<file path="src/rtl/wbs_pkg.sv">
package wbs_pkg;
  localparam int ADDR_W = 34;
  localparam int BANK_W = 3;
  localparam int ROW_W  = 17;
  localparam int COL_W  = 14;
  localparam int SIZE_W = 8;
  localparam int LAT_W  = 5;

  typedef struct packed {
    logic [BANK_W-1:0] bank;
    logic [ROW_W-1:0]  row;
    logic [COL_W-1:0]  col;
    logic [SIZE_W-1:0] size;
  } wbs_req_t;

  typedef enum logic [1:0] {
    S_IDLE  = 2'd0,
    S_WAIT  = 2'd1,
    S_BURST = 2'd2
  } wbs_state_t;
endpackage

</file>
<file path="src/rtl/wbs_admit.sv">
module wbs_admit
  import wbs_pkg::*;
#(
  parameter int SIZE_MIN = 4,
  parameter int SIZE_MAX = 252,
  parameter int REQ_GAP  = 5
) (
  input  logic              clk,
  input  logic              rst,
  input  logic              req,
  input  logic [SIZE_W-1:0] req_size,
  input  logic              refresh,
  input  logic              row_open,
  input  logic              q_full,
  output logic              busy,
  output logic              accept,
  output logic              size_err
);
  localparam int GAP_W = (REQ_GAP > 2) ? $clog2(REQ_GAP) : 1;

  logic             ref_q;
  logic             open_q;
  logic [GAP_W-1:0] gap_cnt;
  logic             size_ok;

  assign size_ok = (req_size >= SIZE_W'(SIZE_MIN)) && (req_size <= SIZE_W'(SIZE_MAX));
  assign busy    = ref_q | open_q | (gap_cnt != '0) | q_full;
  assign accept  = req & ~busy & size_ok;

  always_ff @(posedge clk) begin
    if (rst) begin
      ref_q    <= 1'b0;
      open_q   <= 1'b0;
      gap_cnt  <= '0;
      size_err <= 1'b0;
    end else begin
      ref_q    <= refresh;
      open_q   <= row_open;
      size_err <= req & ~busy & ~size_ok;
      if (accept)
        gap_cnt <= GAP_W'(REQ_GAP - 1);
      else if (gap_cnt != '0)
        gap_cnt <= gap_cnt - 1'b1;
    end
  end

  p_spacing_r6: assert property (@(posedge clk) disable iff (rst)
    accept |=> busy);

  p_busy_src_r7: assert property (@(posedge clk) disable iff (rst)
    (refresh || row_open) |=> busy);

  p_err_cause_r8: assert property (@(posedge clk) disable iff (rst)
    size_err |-> ($past(req) && !$past(busy) &&
                  (($past(req_size) < SIZE_W'(SIZE_MIN)) || ($past(req_size) > SIZE_W'(SIZE_MAX)))));
endmodule

</file>
<file path="src/rtl/wbs_fifo.sv">
module wbs_fifo #(
  parameter int DEPTH = 4,
  parameter int W     = 42
) (
  input  logic         clk,
  input  logic         rst,
  input  logic         push,
  input  logic [W-1:0] din,
  input  logic         pop,
  output logic [W-1:0] dout,
  output logic         empty,
  output logic         full
);
  localparam int AW = (DEPTH > 1) ? $clog2(DEPTH) : 1;
  localparam int CW = $clog2(DEPTH + 1);

  logic [W-1:0]  mem [DEPTH];
  logic [AW-1:0] wr_ptr;
  logic [AW-1:0] rd_ptr;
  logic [CW-1:0] count;

  assign empty = (count == '0);
  assign full  = (count == CW'(DEPTH));
  assign dout  = mem[rd_ptr];

  always_ff @(posedge clk) begin
    if (push) mem[wr_ptr] <= din;
  end

  always_ff @(posedge clk) begin
    if (rst) begin
      wr_ptr <= '0;
      rd_ptr <= '0;
      count  <= '0;
    end else begin
      if (push) wr_ptr <= (wr_ptr == AW'(DEPTH - 1)) ? '0 : wr_ptr + 1'b1;
      if (pop)  rd_ptr <= (rd_ptr == AW'(DEPTH - 1)) ? '0 : rd_ptr + 1'b1;
      case ({push, pop})
        2'b10:   count <= count + 1'b1;
        2'b01:   count <= count - 1'b1;
        default: count <= count;
      endcase
    end
  end

  p_push_room_r9: assert property (@(posedge clk) disable iff (rst)
    push |-> !full);

  p_pop_data_r9: assert property (@(posedge clk) disable iff (rst)
    pop |-> !empty);
endmodule

</file>
<file path="src/rtl/wbs_sched.sv">
module wbs_sched
  import wbs_pkg::*;
#(
  parameter int LAT_MIN = 3,
  parameter int LAT_MAX = 31
) (
  input  logic              clk,
  input  logic              rst,
  input  logic [LAT_W-1:0]  cfg_add_lat,
  input  logic [LAT_W-1:0]  cfg_wr_lat,
  input  logic              q_empty,
  input  wbs_req_t          q_head,
  output logic              q_pop,
  output logic              early,
  output logic [BANK_W-1:0] beat_bank,
  output logic [ROW_W-1:0]  beat_row,
  output logic [COL_W-1:0]  beat_col
);
  // pop edge, wait-state edge and strobe register: three cycles of fixed pipeline
  localparam int PIPE  = 3;
  localparam int SUM_W = LAT_W + 1;

  wbs_state_t        state;
  wbs_req_t          cur;
  logic [LAT_W-1:0]  lat_q;
  logic [LAT_W-1:0]  wait_cnt;
  logic [SIZE_W-1:0] rem;
  logic [SUM_W-1:0]  lat_sum;
  logic [LAT_W-1:0]  lat_clamped;

  assign lat_sum = {1'b0, cfg_add_lat} + {1'b0, cfg_wr_lat};

  always_comb begin
    if (lat_sum < SUM_W'(LAT_MIN))      lat_clamped = LAT_W'(LAT_MIN);
    else if (lat_sum > SUM_W'(LAT_MAX)) lat_clamped = LAT_W'(LAT_MAX);
    else                                lat_clamped = lat_sum[LAT_W-1:0];
  end

  assign q_pop = (state == S_IDLE) && !q_empty;

  always_ff @(posedge clk) begin
    if (rst) begin
      lat_q     <= lat_clamped;
      state     <= S_IDLE;
      cur       <= '0;
      wait_cnt  <= '0;
      rem       <= '0;
      early     <= 1'b0;
      beat_bank <= '0;
      beat_row  <= '0;
      beat_col  <= '0;
    end else begin
      case (state)
        S_IDLE: begin
          if (!q_empty) begin
            cur      <= q_head;
            wait_cnt <= lat_q - LAT_W'(PIPE);
            state    <= S_WAIT;
          end
        end
        S_WAIT: begin
          if (wait_cnt == '0) begin
            early     <= 1'b1;
            beat_bank <= cur.bank;
            beat_row  <= cur.row;
            beat_col  <= cur.col;
            rem       <= cur.size - 1'b1;
            state     <= S_BURST;
          end else begin
            wait_cnt <= wait_cnt - 1'b1;
          end
        end
        S_BURST: begin
          if (rem == '0) begin
            early <= 1'b0;
            state <= S_IDLE;
          end else begin
            rem      <= rem - 1'b1;
            beat_col <= beat_col + 1'b1;
          end
        end
        default: state <= S_IDLE;
      endcase
    end
  end

  // independent beat counter for the strobe-length check
  logic [SIZE_W:0] run_len;
  always_ff @(posedge clk) begin
    if (rst)        run_len <= '0;
    else if (early) run_len <= run_len + 1'b1;
    else            run_len <= '0;
  end

  p_burst_len_r3: assert property (@(posedge clk) disable iff (rst)
    $fell(early) |-> (run_len == {1'b0, cur.size}));

  p_col_step_r5: assert property (@(posedge clk) disable iff (rst)
    (early && $past(early)) |-> (beat_col == $past(beat_col) + 1'b1));

  p_bank_hold_r5: assert property (@(posedge clk) disable iff (rst)
    (early && $past(early)) |-> ($stable(beat_bank) && $stable(beat_row)));

  p_no_pop_busy_r9: assert property (@(posedge clk) disable iff (rst)
    early |-> !q_pop);
endmodule

</file>
<file path="src/rtl/wbs_capture.sv">
module wbs_capture #(
  parameter int DATA_W  = 32,
  parameter int CAP_DLY = 3
) (
  input  logic              clk,
  input  logic              rst,
  input  logic              early,
  input  logic [DATA_W-1:0] wdata_in,
  output logic              dreq,
  output logic [DATA_W-1:0] wdata_out,
  output logic              wdata_valid
);
  logic [CAP_DLY:1] dly;

  assign dreq = dly[1];

  always_ff @(posedge clk) begin
    if (rst) begin
      dly         <= '0;
      wdata_valid <= 1'b0;
      wdata_out   <= '0;
    end else begin
      dly         <= {dly[CAP_DLY-1:1], early};
      wdata_valid <= dly[CAP_DLY];
      if (dly[CAP_DLY]) wdata_out <= wdata_in;
    end
  end

  p_capture_r10: assert property (@(posedge clk) disable iff (rst)
    wdata_valid |-> $past(dreq, 3));
endmodule

</file>
<file path="src/rtl/wr_burst_seq.sv">
module wr_burst_seq
  import wbs_pkg::*;
#(
  parameter int DATA_W   = 32,
  parameter int QDEPTH   = 4,
  parameter int SIZE_MIN = 4,
  parameter int SIZE_MAX = 252,
  parameter int REQ_GAP  = 5,
  parameter int LAT_MIN  = 3,
  parameter int LAT_MAX  = 31
) (
  input  logic                  clk,
  input  logic                  rst,
  input  logic [LAT_W-1:0]      cfg_add_lat,
  input  logic [LAT_W-1:0]      cfg_wr_lat,
  input  logic                  refresh,
  input  logic                  row_open,
  input  logic                  req,
  input  logic [ADDR_W-1:0]     req_addr,
  input  logic [SIZE_W-1:0]     req_size,
  input  logic [DATA_W-1:0]     wdata_in,
  output logic                  busy,
  output logic                  size_err,
  output logic                  dreq_early,
  output logic                  dreq,
  output logic [BANK_W-1:0]     beat_bank,
  output logic [ROW_W-1:0]      beat_row,
  output logic [COL_W-1:0]      beat_col,
  output logic [DATA_W-1:0]     wdata_out,
  output logic                  wdata_valid
);
  localparam int ENT_W = $bits(wbs_req_t);

  logic     accept;
  logic     q_full;
  logic     q_empty;
  logic     q_pop;
  wbs_req_t new_ent;
  wbs_req_t head_ent;

  assign new_ent.bank = req_addr[ADDR_W-1 -: BANK_W];
  assign new_ent.row  = req_addr[COL_W +: ROW_W];
  assign new_ent.col  = req_addr[COL_W-1:0];
  assign new_ent.size = req_size;

  wbs_admit #(
    .SIZE_MIN (SIZE_MIN),
    .SIZE_MAX (SIZE_MAX),
    .REQ_GAP  (REQ_GAP)
  ) u_admit (
    .clk      (clk),
    .rst      (rst),
    .req      (req),
    .req_size (req_size),
    .refresh  (refresh),
    .row_open (row_open),
    .q_full   (q_full),
    .busy     (busy),
    .accept   (accept),
    .size_err (size_err)
  );

  wbs_fifo #(
    .DEPTH (QDEPTH),
    .W     (ENT_W)
  ) u_fifo (
    .clk   (clk),
    .rst   (rst),
    .push  (accept),
    .din   (new_ent),
    .pop   (q_pop),
    .dout  (head_ent),
    .empty (q_empty),
    .full  (q_full)
  );

  wbs_sched #(
    .LAT_MIN (LAT_MIN),
    .LAT_MAX (LAT_MAX)
  ) u_sched (
    .clk         (clk),
    .rst         (rst),
    .cfg_add_lat (cfg_add_lat),
    .cfg_wr_lat  (cfg_wr_lat),
    .q_empty     (q_empty),
    .q_head      (head_ent),
    .q_pop       (q_pop),
    .early       (dreq_early),
    .beat_bank   (beat_bank),
    .beat_row    (beat_row),
    .beat_col    (beat_col)
  );

  wbs_capture #(
    .DATA_W  (DATA_W),
    .CAP_DLY (3)
  ) u_capture (
    .clk         (clk),
    .rst         (rst),
    .early       (dreq_early),
    .wdata_in    (wdata_in),
    .dreq        (dreq),
    .wdata_out   (wdata_out),
    .wdata_valid (wdata_valid)
  );

  p_follow_r4: assert property (@(posedge clk) disable iff (rst)
    $fell(dreq_early) |-> dreq);

  p_quiet_start_r1: assert property (@(posedge clk)
    rst |=> (!dreq_early && !size_err && !wdata_valid));

  p_ignore_busy_r7: assert property (@(posedge clk) disable iff (rst)
    (req && busy) |=> !size_err);
endmodule

</file>
<file path="config.mk">
export PLATFORM = sky130hd
export DESIGN_NAME = wr_burst_seq
export DESIGN_NICKNAME = d
export VERILOG_FILES = /design/src/rtl/wbs_pkg.sv /design/src/rtl/wbs_admit.sv /design/src/rtl/wbs_fifo.sv /design/src/rtl/wbs_sched.sv /design/src/rtl/wbs_capture.sv /design/src/rtl/wr_burst_seq.sv
export SDC_FILE = /design/constraint.sdc
export NUM_CORES = 1
export LEC_CHECK = 0
export BUFFER_PORTS_ARGS = -buffer_cell sky130_fd_sc_hd__buf_2
export CAP_MARGIN = 20
export CORE_UTILIZATION = 35
export DETAILED_ROUTE_END_ITERATION = 12
export GPL_TIMING_DRIVEN = 0
export PLACE_DENSITY = 0.61
export SLEW_MARGIN = 15
export SYNTH_ARGS = -nofsm -noshare
export SYNTH_HDL_FRONTEND = slang
export SYNTH_SLANG_ARGS = --single-unit
</file>
<file path="constraint.sdc">
create_clock -name clk -period 3.5 [get_ports clk]
set_input_delay 0.7 -clock clk [delete_from_list [all_inputs] [get_ports clk]]
set_output_delay 0.7 -clock clk [all_outputs]
set_load 0.02 [all_outputs]
</file>
==> results of run 1 <==
[path summary, 6_finish.rpt]
check	cells after the start	to	from	slack, ns
worst min register to register	1	u_capture.dly[3]$_SDFF_PP0_	u_capture.dly[2]$_SDFF_PP0_	0.44
worst min-delay path	1	u_fifo.mem[2][38]$_DFFE_PP_	req_addr[30]	0.39
worst max register to register	12	u_fifo.count[2]$_SDFFE_PP0P_	u_admit.gap_cnt[0]$_SDFFE_PP0P_	0.29
worst max-delay path	12	u_fifo.count[2]$_SDFFE_PP0P_	u_admit.gap_cnt[0]$_SDFFE_PP0P_	0.29
[per-stage QoR]
step | instance area [um^2] | TNS, ns | std cells | hold WS (ns)
after floorplan | 12580 | 0 | 989 | 0.4138
after global placement | 13950 | -115.65 | 1609 | 0.4202
after detailed placement | 13960 | 0 | 1609 | 0.4379
after CTS | 15090 | 0 | 1672 | 0.3712
after global routing | 15100 | 0 | 1672 | 0.3724
final | 15100 | 0 | 1674 | 0.3894
[registers in the layout, indices dropped and copies added, names as in the netlist, 5 cells and up]
register             count
u_sched.beat_col        14
u_sched.rem              8
u_sched.beat_row        17
u_sched.wait_cnt         5
u_fifo.mem             168
u_sched.lat_q            5
u_capture.wdata_out     32
u_sched.cur             42
[where the power goes]
part	internal (uW)	total [uW]	switching [uW]	leakage [uW]
registers	4420	4790	372	0.00272
clock network	2090	3530	1440	0.000565
logic	1450	3630	2180	0.00212
total	7970	12000	3990	0.00540
[routing by layer]
layer  routed length, um  GRT usage  share of wire
met5                  10          0        0.00035
met4                 586    0.04976          0.021
met3                1805    0.03525          0.063
met2               13840     0.2664           0.49
met1               12290     0.1954           0.43
[layout by cell type (no fill, tap or decap), drive strengths merged, types with 3 or more instances in the layout]
cell    count
nand4       6
o22ai       3
nand2     148
mux2i      50
nand3      14
edfxtp    173
and3        4
inv        20
dfxtp     141
clkbuf    100
clkinv      8
a211oi     10
ha         23
or3         4
xnor2       3
xor2        4
o21ai      26
mux4       42
a31oi       6
nor2       72
nor3       23
nand2b      6
o21a        3
and2        6
nor2b      10
nor4b       3
a21oi      98
buf       168
nor4        3
[area by class of cell]
class / instances / share of cell area
plain buffers: 56 / 0.01549
clock inverters: 10 / 0.005054
multi-input cells: 601 / 0.2831
flip-flops and latches: 314 / 0.5309
clock buffers: 53 / 0.06976
repair buffers: 159 / 0.05269
well taps: 461 / 0.03819
inverters: 18 / 0.004474
diodes: 2 / 0.0003314
[critical path, stage by stage (launching register included)]
cell and delay (ns):
dfxtp_1 0.32, inv_1 0.05, ha_1 0.16, ha_1 0.14, clkbuf_1 0.26, nand4_1 0.30, a211oi_4 0.50, inv_1 0.15
ha_1 0.27, fa_1 0.38, xnor2_1 0.15, or3_1 0.32, a21oi_1 0.14
[cell families after synthesis]
logic type / after synthesis / share of synthesized area
DFF: 314 / 0.6375
and+or+nand+nor: 308 / 0.1119
AOI/OAI and AO/OA: 169 / 0.08068
muxes: 92 / 0.1150
buffers and inverters: 74 / 0.02398
adders and majority gates: 25 / 0.02606
xor gates and xnor gates: 7 / 0.004875
==> flow_metrics.env, run 1 <==
export IMPL_outcome="finished, final reports clean"
export IMPL_drtAntennaViolNets=0
export IMPL_path_clk_slew_ns=0.06
export IMPL_fin_crit_ns=3.206
export IMPL_hold_buffers=0
export IMPL_max_cap_violations=0
export IMPL_utilization=0.4256
export IMPL_finalHoldViolations=0
export IMPL_grt_usage=0.1562
export IMPL_synth_nets=1103
export IMPL_dieWidth_um=191.6
export IMPL_synth_distinct_cells=66
export IMPL_power_uw=11960
export IMPL_dr_total_vias=8299
export IMPL_grt_pass1_wl_um=44160
export IMPL_multi_input_area_um2=4275
export IMPL_grt_max_degree=43
export IMPL_yosys_most_used_dff="edfxtp_1"
export IMPL_irDropWorstVdd_v=0.0004289
export IMPL_clk_latency_ns=0.52
export IMPL_critPathKind="reg2reg"
export IMPL_portBuffers=159
export IMPL_ys_seq_elements=314
export IMPL_first_pass_iters=5
export IMPL_slew_headroom=0.5071
export IMPL_leakagePower_uw=0.005397
export IMPL_avgSynthCellArea_um2=12.72
export IMPL_synth_area_leaders="edfxtp_1 41%, dfxtp_1 22%, mux4_2 7.5%"
export IMPL_dieHeight_um=191.6
export IMPL_drt_initial_drc_count=385
export IMPL_coreArea_um2=35480
export IMPL_skew_ns=0.01223
export IMPL_grt_antenna_before_repair=3
export IMPL_yosysTopAreaCell="edfxtp_1"
export IMPL_ff_latch_area_um2=8018
export IMPL_post_cts_buffers=0
export IMPL_cp_required_ns=3.95
export IMPL_final_period_utilization=0.9161
export IMPL_drv_slew=0
export IMPL_synth_warnings=0
export IMPL_initial_utilization=0.3545
export IMPL_grt_pass1_vias=8136
export IMPL_synth_edf_count=173
export IMPL_rsz0062_at_grt="false"
export IMPL_worst_slew_pin_transition_ns=0.7393
export IMPL_die_area_um2=36700
export IMPL_fillCellCount=3281
export IMPL_power_per_cell_area_nw_per_um2=792.0
export IMPL_vias_per_cell=4.958
export IMPL_worstPathArrival_ns=3.65
export IMPL_async_flop_share=0
export IMPL_finalNetCount=1299
export IMPL_cts_made_buffers=35
export IMPL_syn2layout_area_growth_pct=20.08
export IMPL_h_tree_depth=2
export IMPL_cts_root_buf="clkbuf_16"
export IMPL_synthTopCellsByCount="173 x edfxtp_1, 147 x nand2_1, 141 x dfxtp_1"
export IMPL_drc=0
export IMPL_rows=69
export IMPL_yosysSeqAreaShare=0.6375
export IMPL_dp_slack_ns=0.09883
export IMPL_syn_area_um2=12580
export IMPL_cts_sinks=314
export IMPL_io_pins=160
export IMPL_dp_hpwl_um=19550
export IMPL_endpoint_kind="flip-flop"
export IMPL_setup_worst_path_start_class="flip-flop"
export IMPL_hp_class="in2reg"
export IMPL_cp_max_fo=9
export IMPL_detail_route_wl_per_cell_um=17.04
export IMPL_synthCells=989
export IMPL_drive_above_1_share=0.2353
export IMPL_place_congestion=0.8557
export IMPL_cts_tree="yes"
export IMPL_cts_resized=0
export IMPL_layout_setup_ws_ns=0.2937
export IMPL_globalRouteOverflowTotal=0
export IMPL_finalWirelength_um=28530
export IMPL_setup_viol=0
export IMPL_synth_top_area_frac=0.4131
export IMPL_timing_fmax_mhz=311.9
export IMPL_clock_path_buffers=3
export IMPL_synth_most_common_cell="edfxtp_1"
(Power assumes the default switching activity.)
==> inputs of run 2 (changes only) <==
CORE_ASPECT_RATIO = 0.8   (was default)
==> run 2 against run 1 <==
  * Register-to-register slack improved by 0.06 ns
  * Routed wire length rose by 1.8%
  * Design area rose by 0.39%
  * Combinational power increased by 1%
  * Power increased by 0.51%
  * Critical path depth is 2 lower
  * First-iteration DRC count is 49% higher
  * Sequential share of layout area shrank 0.21 points
  * Critical path type unchanged
==> flow_metrics.env, run 2 (synthesis gave the netlist of run 1 again) <==
export IMPL_irDropWorstVdd_v=0.0003361
export IMPL_drive_above_1_share=0.2350
export IMPL_cts_made_buffers=34
export IMPL_drtAntennaViolNets=0
export IMPL_syn2layout_area_growth_pct=20.54
export IMPL_worstPathArrival_ns=3.57
export IMPL_layout_setup_ws_ns=0.3517
export IMPL_cts_root_buf="clkbuf_16"
export IMPL_grt_antenna_before_repair=11
export IMPL_critPathKind="reg2reg"
export IMPL_power_per_cell_area_nw_per_um2=793.0
export IMPL_final_period_utilization=0.8995
export IMPL_clock_path_buffers=3
export IMPL_grt_pass1_vias=8169
export IMPL_pwr_share_comb=0.306
export IMPL_vias_per_cell=4.961
export IMPL_max_stage_delay_ns=0.50
export IMPL_final_cell_mix="173 x edfxtp_1, 165 x buf_2, 147 x nand2_1"
export IMPL_grt_max_degree=43
export IMPL_power_frac_seq=0.398
export IMPL_post_cts_buffers=0
export IMPL_finalWirelength_um=29030
export IMPL_grt_usage=0.1568
export IMPL_io_pins=160
export IMPL_first_pass_iters=7
export IMPL_clk_latency_ns=0.53
export IMPL_outcome="finished, final reports clean"
export IMPL_finalHoldViolations=0
export IMPL_layout_cells_most_common="edfxtp_1"
export IMPL_leakagePower_uw=0.005386
export IMPL_drv_slew=0
export IMPL_skew_ns=0.02384
export IMPL_h_tree_depth=2
export IMPL_dp_slack_ns=0.2639
export IMPL_largest_register_ffs=168
export IMPL_coreArea_um2=35030
export IMPL_globalRouteOverflowTotal=0
export IMPL_dr_total_vias=8374
export IMPL_worst_slew_pin_transition_ns=0.7940
export IMPL_drt_initial_drc_count=574
export IMPL_drc=0
export IMPL_endpoint_kind="flip-flop"
export IMPL_initial_utilization=0.3590
export IMPL_reg2reg_depth=10
export IMPL_min_path_cells=1
export IMPL_cp_required_ns=3.92
export IMPL_detail_route_wl_per_cell_um=17.20
export IMPL_cts_tree="yes"
export IMPL_top_regs="u_fifo.mem (168), u_sched.cur (42), u_capture.wdata_out (32)"
export IMPL_cts_sinks=314
export IMPL_rsz0062_at_grt="false"
export IMPL_setup_viol=0
export IMPL_switching_share=0.3365
export IMPL_die_area_um2=36700
export IMPL_dieHeight_um=171.6
export IMPL_dp_hpwl_um=20190
export IMPL_hp_class="in2reg"
export IMPL_slew_headroom=0.4707
export IMPL_whs_ns=0.3857
export IMPL_fin_tns_setup_ns=0
export IMPL_cp_max_fo=10
export IMPL_clkPwrFrac=0.296
export IMPL_power_uw=12020
export IMPL_setup_worst_path_start_class="flip-flop"
export IMPL_cpMaxStageDelayCell="clkbuf_1"
export IMPL_max_cap_violations=0
export IMPL_p_int_uw=7978
export IMPL_dieWidth_um=213.9
export IMPL_worstPathCellList="inv_1, ha_1, clkbuf_1, clkbuf_1, mux2i_1, ha_1, o21ai_1, nor4_1, a21oi_1, o32ai_1"
export IMPL_power_switching_uw=4045
export IMPL_grt_pass1_wl_um=44840
export IMPL_finalNetCount=1301
export IMPL_fillCellCount=3276
export IMPL_largest_register="u_fifo.mem"
export IMPL_rows=61
export IMPL_path_clk_slew_ns=0.06
export IMPL_place_congestion=0.9066
export IMPL_portBuffers=159
export IMPL_timing_fmax_mhz=317.6
export IMPL_fin_crit_ns=3.148
==> run 2: cell types whose count changed in the layout (fill, tap and decap cells not counted), sizes merged <==
cell and change:
clkbuf -12, clkinvlp +5, inv -1, buf +3
diode +1, clkinv +4, bufinv +3
==> run 2: power by group through the flow <==
stage | Combinational, uW | Sequential (uW) | Clock (uW)
global route | 4090 | 4840 | 3790
finish | 3680 | 4780 | 3560
CTS | 3700 | 4780 | 3650
floorplan | 2640 | 4820 | 0
global placement | 3610 | 4850 | 0
detailed placement | 3680 | 4850 | 0
==> run 2: metal layers <==
metal,track usage,routed length [um],share of wire
met2,0.2492,13330,0.46
met4,0.04629,514,0.018
met1,0.2079,13320,0.46
met5,0,87,0.0030
met3,0.04562,1776,0.061
==> run 2: cell type report <==
class / instances / area, um^2 / area share
inverter: 18 / 67.56 / 0.004457
sequential: 314 / 8018 / 0.5288
tap: 472 / 590.6 / 0.03895
multi-input combinational: 601 / 4272 / 0.2818
timing repair buffer: 162 / 855.8 / 0.05645
clock inverter: 21 / 209.0 / 0.01378
antenna: 3 / 7.507 / 0.0004952
clock buffer: 41 / 907.1 / 0.05983
buffer: 56 / 234.0 / 0.01543
==> run 2: final timing paths <==
| kind | start | to | slack [ns] |
|---|---|---|---|
| worst min-delay path | req_addr[22] | u_fifo.mem[2][30]$_DFFE_PP_ | 0.39 |
| worst min register to register | u_capture.dly[2]$_SDFF_PP0_ | u_capture.dly[3]$_SDFF_PP0_ | 0.45 |
| worst max register to register | u_sched.state[0]$_SDFFE_PP0P_ | u_sched.rem[4]$_SDFFE_PP0P_ | 0.35 |
| worst max-delay path | u_sched.state[0]$_SDFFE_PP0P_ | u_sched.rem[4]$_SDFFE_PP0P_ | 0.35 |
==> run 2: what timing repair did <==
item / 4_1_cts / 5_1_grt
endpoints found under the hold margin: 0 / 0
hold buffers: 0 / 0
endpoints found under the setup margin: 0 / 1
resized for setup: 0 / 1
==> run 2: worst max-delay path, delay by kind of cell (launching register included) <==
family	cells	cell delay, ns
buffers and inverters	3	1.04
muxes	1	0.33
DFF	1	0.33
AOI/OAI and AO/OA	3	0.50
and+or+nand+nor	1	0.28
adders and majority gates	2	0.57
==> run 2: metrics by stage <==
step	area [um^2]	instances	utilization
final	15160	1688	0.4328
after global routing	15160	1687	0.4327
after CTS	15150	1685	0.4323
after detailed placement	14030	1623	0.4005
after global placement	13960	1620	0.3986
after floorplan	12580	989	-
